## config.mk

```make
export PLATFORM = sky130hd
export DESIGN_NAME = supmon_rst_ctrl
export DESIGN_NICKNAME = d
export VERILOG_FILES = /design/src/rtl/supmon_pkg.sv /design/src/rtl/supmon_sync2.sv /design/src/rtl/supmon_settle.sv /design/src/rtl/supmon_stretch.sv /design/src/rtl/supmon_rst_ctrl.sv
export SDC_FILE = /design/constraint.sdc
export NUM_CORES = 1
export LEC_CHECK = 0
export BUFFER_PORTS_ARGS = -buffer_cell sky130_fd_sc_hd__clkbuf_2
export CORE_MARGIN = 10
export CORE_UTILIZATION = 30
export CTS_BUF_LIST = sky130_fd_sc_hd__clkbuf_16
export CTS_CLUSTER_DIAMETER = 150
export CTS_CLUSTER_SIZE = 40
export DETAILED_ROUTE_END_ITERATION = 8
export GPL_ROUTABILITY_DRIVEN = 1
export PLACE_DENSITY = 0.58
export SYNTH_ARGS = -nofsm -noshare
export SYNTH_HDL_FRONTEND = slang
export SYNTH_SLANG_ARGS = --single-unit
export TNS_END_PERCENT = 20
```

## constraint.sdc

```tcl
create_clock -name clk -period 1.7 [get_ports clk]
set_clock_uncertainty 0.15 [all_clocks]
set_input_delay 0.085 -clock clk [delete_from_list [all_inputs] [get_ports clk]]
set_output_delay 0.085 -clock clk [all_outputs]
set_load 0.01 [all_outputs]
```

## src/rtl/supmon_pkg.sv

```systemverilog
package supmon_pkg;
    typedef struct packed {
        logic en;        // monitor enable
        logic arm;       // monitor selected as reset source
        logic por_flag;  // power-on seen
    } supmon_regs_t;
endpackage

```

## src/rtl/supmon_sync2.sv

```systemverilog
module supmon_sync2 (
    input  logic clk,
    input  logic por_n,
    input  logic din,
    output logic dout
);
    logic [1:0] sh_d, sh_q;

    always_comb begin
        sh_d = {sh_q[0], din};
    end

    always_ff @(posedge clk or negedge por_n) begin
        if (!por_n) sh_q <= '0;
        else        sh_q <= sh_d;
    end

    assign dout = sh_q[1];
endmodule

```

## src/rtl/supmon_settle.sv

```systemverilog
module supmon_settle #(
    parameter int SETTLE_CYC = 20
) (
    input  logic clk,
    input  logic por_n,
    input  logic en,
    output logic settled
);
    localparam int CW = $clog2(SETTLE_CYC + 1);
    localparam logic [CW-1:0] LAST = CW'(SETTLE_CYC);

    logic [CW-1:0] cnt_d, cnt_q;

    always_comb begin
        cnt_d = cnt_q;
        if (!en)               cnt_d = '0;
        else if (cnt_q != LAST) cnt_d = cnt_q + 1'b1;
    end

    always_ff @(posedge clk or negedge por_n) begin
        if (!por_n) cnt_q <= '0;
        else        cnt_q <= cnt_d;
    end

    assign settled = en && (cnt_q == LAST);
endmodule

```

## src/rtl/supmon_stretch.sv

```systemverilog
module supmon_stretch #(
    parameter int STRETCH_CYC = 8
) (
    input  logic clk,
    input  logic por_n,
    input  logic cause,
    output logic rst_n
);
    localparam int CW = $clog2(STRETCH_CYC + 1);
    localparam logic [CW-1:0] LOAD = CW'(STRETCH_CYC);

    logic [CW-1:0] cnt_d, cnt_q;
    logic          rst_n_d, rst_n_q;

    always_comb begin
        cnt_d = cnt_q;
        if (cause)              cnt_d = LOAD;
        else if (cnt_q != '0)   cnt_d = cnt_q - 1'b1;
        rst_n_d = (cnt_d == '0);
    end

    always_ff @(posedge clk or negedge por_n) begin
        if (!por_n) begin
            cnt_q   <= LOAD;
            rst_n_q <= 1'b0;
        end else begin
            cnt_q   <= cnt_d;
            rst_n_q <= rst_n_d;
        end
    end

    assign rst_n = rst_n_q;
endmodule

```

## src/rtl/supmon_rst_ctrl.sv

```systemverilog
module supmon_rst_ctrl
    import supmon_pkg::*;
#(
    parameter int SETTLE_CYC  = 20,
    parameter int STRETCH_CYC = 8
) (
    input  logic       clk,
    input  logic       por_n,
    input  logic       ext_rst_req,
    input  logic       supply_ok,
    input  logic       wr_en,
    input  logic       wr_addr,
    input  logic [7:0] wr_data,
    output logic [7:0] ctrl_rdata,
    output logic [7:0] src_rdata,
    output logic       rst_n
);
    localparam int EN_BIT   = 7;
    localparam int STAT_BIT = 6;
    localparam int ARM_BIT  = 1;
    localparam int FLAG_BIT = 4;

    supmon_regs_t regs_d, regs_q;
    logic ok_sync, settled, early_arm, fault, cause;
    logic en_q, arm_q, status;
    logic unused_wr_bits;

    assign unused_wr_bits = ^{wr_data[6:5], wr_data[3:2], wr_data[0]};

    supmon_sync2 u_sync (
        .clk  (clk),
        .por_n(por_n),
        .din  (supply_ok),
        .dout (ok_sync)
    );

    supmon_settle #(.SETTLE_CYC(SETTLE_CYC)) u_settle (
        .clk    (clk),
        .por_n  (por_n),
        .en     (regs_q.en),
        .settled(settled)
    );

    always_comb begin
        regs_d = regs_q;
        if (wr_en && !wr_addr) begin
            regs_d.en = wr_data[EN_BIT];
        end
        if (wr_en && wr_addr) begin
            regs_d.arm = wr_data[ARM_BIT];
            if (wr_data[FLAG_BIT]) regs_d.por_flag = 1'b0;
        end
    end

    always_ff @(posedge clk or negedge por_n) begin
        if (!por_n) begin
            regs_q.en       <= 1'b1;
            regs_q.arm      <= 1'b0;
            regs_q.por_flag <= 1'b1;
        end else begin
            regs_q <= regs_d;
        end
    end

    assign en_q      = regs_q.en;
    assign arm_q     = regs_q.arm;
    assign status    = en_q ? ok_sync : 1'b1;
    assign early_arm = wr_en && wr_addr && wr_data[ARM_BIT] && en_q && !settled;
    assign fault     = en_q && arm_q && !ok_sync;
    assign cause     = ext_rst_req || fault || early_arm;

    supmon_stretch #(.STRETCH_CYC(STRETCH_CYC)) u_stretch (
        .clk  (clk),
        .por_n(por_n),
        .cause(cause),
        .rst_n(rst_n)
    );

    always_comb begin
        ctrl_rdata           = '0;
        ctrl_rdata[EN_BIT]   = en_q;
        ctrl_rdata[STAT_BIT] = status;
        src_rdata            = '0;
        src_rdata[ARM_BIT]   = arm_q;
        src_rdata[FLAG_BIT]  = regs_q.por_flag;
    end
endmodule

```

==> results.py <==
metrics = {
    "sta": {
        "min_period_ns": 1.60,
        "rsz0062_at_grt": "no",
        "drv_slew": 0,
        "fmax_ghz": 0.625,
        "finalHoldViolations": 0,
        "finalSetupTns_ns": 0,
        "min_period_over_period": 0.942,
        "setup_viol": 0,
    },
    "place": {
        "placed_cells": 119,
        "dp_hpwl_um": 1150,
        "port_buffers": 13,
        "place_congestion": 0.695,
    },
    "clock_network": {
        "cts_sinks": 15,
        "cts_tree": "built",
        "path_clk_slew_ns": 0.05,
        "clock_latency_ns": 0.24,
        "cts_buffer_depth": 2,
        "cts_max_level": 1,
        "cts_buffers": 3,
        "cts_root_buf": "clkbuf_16",
    },
    "synth": {
        "synth.ff_latch_count": 15,
        "yosysMostFrequentCell": "buf_4",
        "synth_edf_count": 0,
        "syn_area_per_cell_um2": 11.1,
        "ys_warn_count": 0,
        "yosys-top-cells-count": "buf_4, dfrtp_1, xnor2_1",
        "syn_area_um2": 853,
        "syn-instance-count": 77,
        "ys.flop_type": "dfrtp_1",
        "yosysTopAreaCellShare": 0.352,
        "seq_area_frac_synth": 0.444,
        "async_flop_share": 1.00,
        "synth_area_leaders": "dfrtp_1, buf_4, dfstp_2",
        "ys_types": 26,
        "yosys.area.top_type": "dfrtp_1",
    },
    "critical_path": {
        "path_max_fanout": 5,
        "cp-start-kind": "flip-flop",
        "path_depth": 5,
        "r2r_slack_ns": 0.1,
        "endpoint_kind": "flip-flop",
        "crit_type": "reg -> reg",
        "reg2reg_depth": 5,
        "slowest_stage": "a311o_1",
        "cp_cell_sequence": "inv_2, ha_4, nand4b_4, a311o_1, nor3b_2",
        "crit_required_ns": 1.72,
        "crit_buf_inv": 1,
        "arrival_ns": 1.62,
        "worstReg2RegStart": "u_settle.cnt_q[1]$_DFFE_PN0N_",
        "r2r-end": "u_stretch.rst_n$_DFF_PN0_",
        "critPathMaxStageDelay_ns": 0.46,
        "crit_family": "compound AO/OA/AOI/OAI gates",
    },
    "worst_hold_path": {
        "min_from": "wr_data[1]",
        "hold_path_end": "arm_q$_DFFE_PN0N_",
        "hold_class": "in -> reg",
        "min_path_cells": 3,
    },
    "floorplan": {
        "placementRows": 19,
        "die_h_um": 73.3,
        "core_mm2": 0.00273,
        "initial_core_util": 0.312,
        "fp.dieArea_mm2": 0.00538,
        "io_pins": 31,
        "die_w_um": 73.3,
    },
    "layout": {
        "final-seq-area_um2": 379,
        "n_antenna_cell": 0,
        "multiInputGateArea_um2": 397,
        "fin_cells": 130,
        "drive_gt1_frac": 0.333,
        "synthToLayoutAreaGrowth_pct": 24.6,
        "nFillCells": 260,
        "fin_nets": 117,
    },
    "global_routing": {
        "track_usage": 0.0648,
        "grt_busiest_layer": "met2",
        "gr-total-overflow": 0,
        "grt_pass1_wl_um": 2760,
        "use_met2": 0.0936,
        "antenna_found_initial": 0,
        "grt.met1_usage": 0.0739,
        "grt_pass1_vias": 625,
        "grt_max_degree": 16,
        "met3_usage": 0.0310,
    },
    "drt": {
        "vias": 562,
        "drtIter0Drc": 5,
        "finalWirelength_um": 1530,
        "wl_per_cell_um": 11.8,
        "drc_errors": 0,
        "detail-route-antenna-nets": 0,
        "routed_via_density": 4.32,
        "dr.pass1.iters": 3,
    },
    "power": {
        "leakage_nw": 0.523,
        "power_density_mw_per_mm2": 1300,
        "peakVddDrop_mv": 0.815,
    },
    "run": {
        "drv_cap": 0,
    },
    "outcome": {
        "outcome": "complete, no violations",
    },
}
[state kept, by name, indices dropped and copies added, names as in the netlist]
| signal | cells |
|---|---|
| u_sync.sh_q | 2 |
| u_stretch.rst_n | 1 |
| en_q | 1 |
| arm_q | 1 |
| u_stretch.cnt_q | 4 |
| src_rdata | 1 |
| u_settle.cnt_q | 5 |
[metal layers]
metal  part of all wire  routed length [um]
met1               0.44                 667
met2               0.40                 612
met3               0.14                 208
met4              0.028                  43
met5                  0                   0
[cell usage in the layout, fill, tap and decap left out, drive strengths merged]
cell type,n
and2,2
nand2b,2
conb,12
dlygate4sd3,7
nor3b,2
a31oi,1
a21boi,1
mux2i,2
nor2b,3
and3b,1
clkinv,1
nand3,2
nor3,1
nor2,4
inv,5
ha,3
nand4b,1
mux2,2
a311o,1
and3,2
xnor2,6
dfstp,3
dfrtp,12
a211oi,1
a32oi,1
nand2,2
buf,2
a21o,1
clkbuf,16
[area by class of cell]
type,instances,share of cell area
clock buffer,3,0.0706
clock inverter,1,0.00471
inverter,5,0.0176
multi-input combinational,53,0.373
sequential,15,0.356
timing repair buffer,22,0.141
tap,31,0.0365
[where the power goes]
group          switching [W]  internal, W
Clock               0.000139     0.000314
Sequential         0.0000770     0.000438
Combinational       0.000194     0.000222
Total               0.000410     0.000973
[metrics by stage]
stage / power (W) / hold slack [ns] / area [um^2] / util / worst slack [ns]
finish: 0.00138 / 0.0539 / 1060 / 0.389 / 0.0993
global placement: 0.000894 / -0.137 / 901 / 0.330 / 0.0580
detailed placement: 0.000909 / -0.131 / 901 / 0.330 / 0.0209
global route: 0.00149 / 0.0864 / 1060 / 0.389 / 0.0220
floorplan: 0.000838 / -0.361 / 895 / - / 0.128
CTS: 0.00139 / 0.0527 / 1050 / 0.384 / 0.00855
[logic make-up after synthesis]
family,Yosys count,share of synthesized area
AOI/OAI and AO/OA,6,0.0616
DFF,15,0.444
and+or+nand+nor,22,0.180
muxes,4,0.0499
other,1,0.00439
buffers and inverters,20,0.154
xor gates and xnor gates,6,0.0616
adders and majority gates,3,0.0440
[worst reg2reg max path, cell delays in order, from the launching register on]
cell	delay, ns
dfrtp_1	0.41
inv_2	0.08
ha_4	0.14
nand4b_4	0.11
a311o_1	0.46
nor3b_2	0.18
[what timing repair did]
action                     CTS  global route
setup endpoints to repair    0             3
buffers inserted             0             0
resized for setup            0             4
hold endpoints to repair    19             0
hold buffers                 7             0
[worst max-delay path by stage]
stage,startpoint,end,slack (ns)
after floorplan,u_settle.cnt_q[0]$_DFFE_PN0N_,u_stretch.rst_n$_DFF_PN0_,0.13
after global placement,u_settle.cnt_q[0]$_DFFE_PN0N_,u_stretch.rst_n$_DFF_PN0_,0.06
after detailed placement,u_settle.cnt_q[0]$_DFFE_PN0N_,u_stretch.rst_n$_DFF_PN0_,0.02
after CTS,u_settle.cnt_q[0]$_DFFE_PN0N_,u_stretch.rst_n$_DFF_PN0_,0.009
after global routing,u_settle.cnt_q[1]$_DFFE_PN0N_,u_stretch.rst_n$_DFF_PN0_,0.02
final,u_settle.cnt_q[1]$_DFFE_PN0N_,u_stretch.rst_n$_DFF_PN0_,0.1
(Power assumes the default switching activity.)
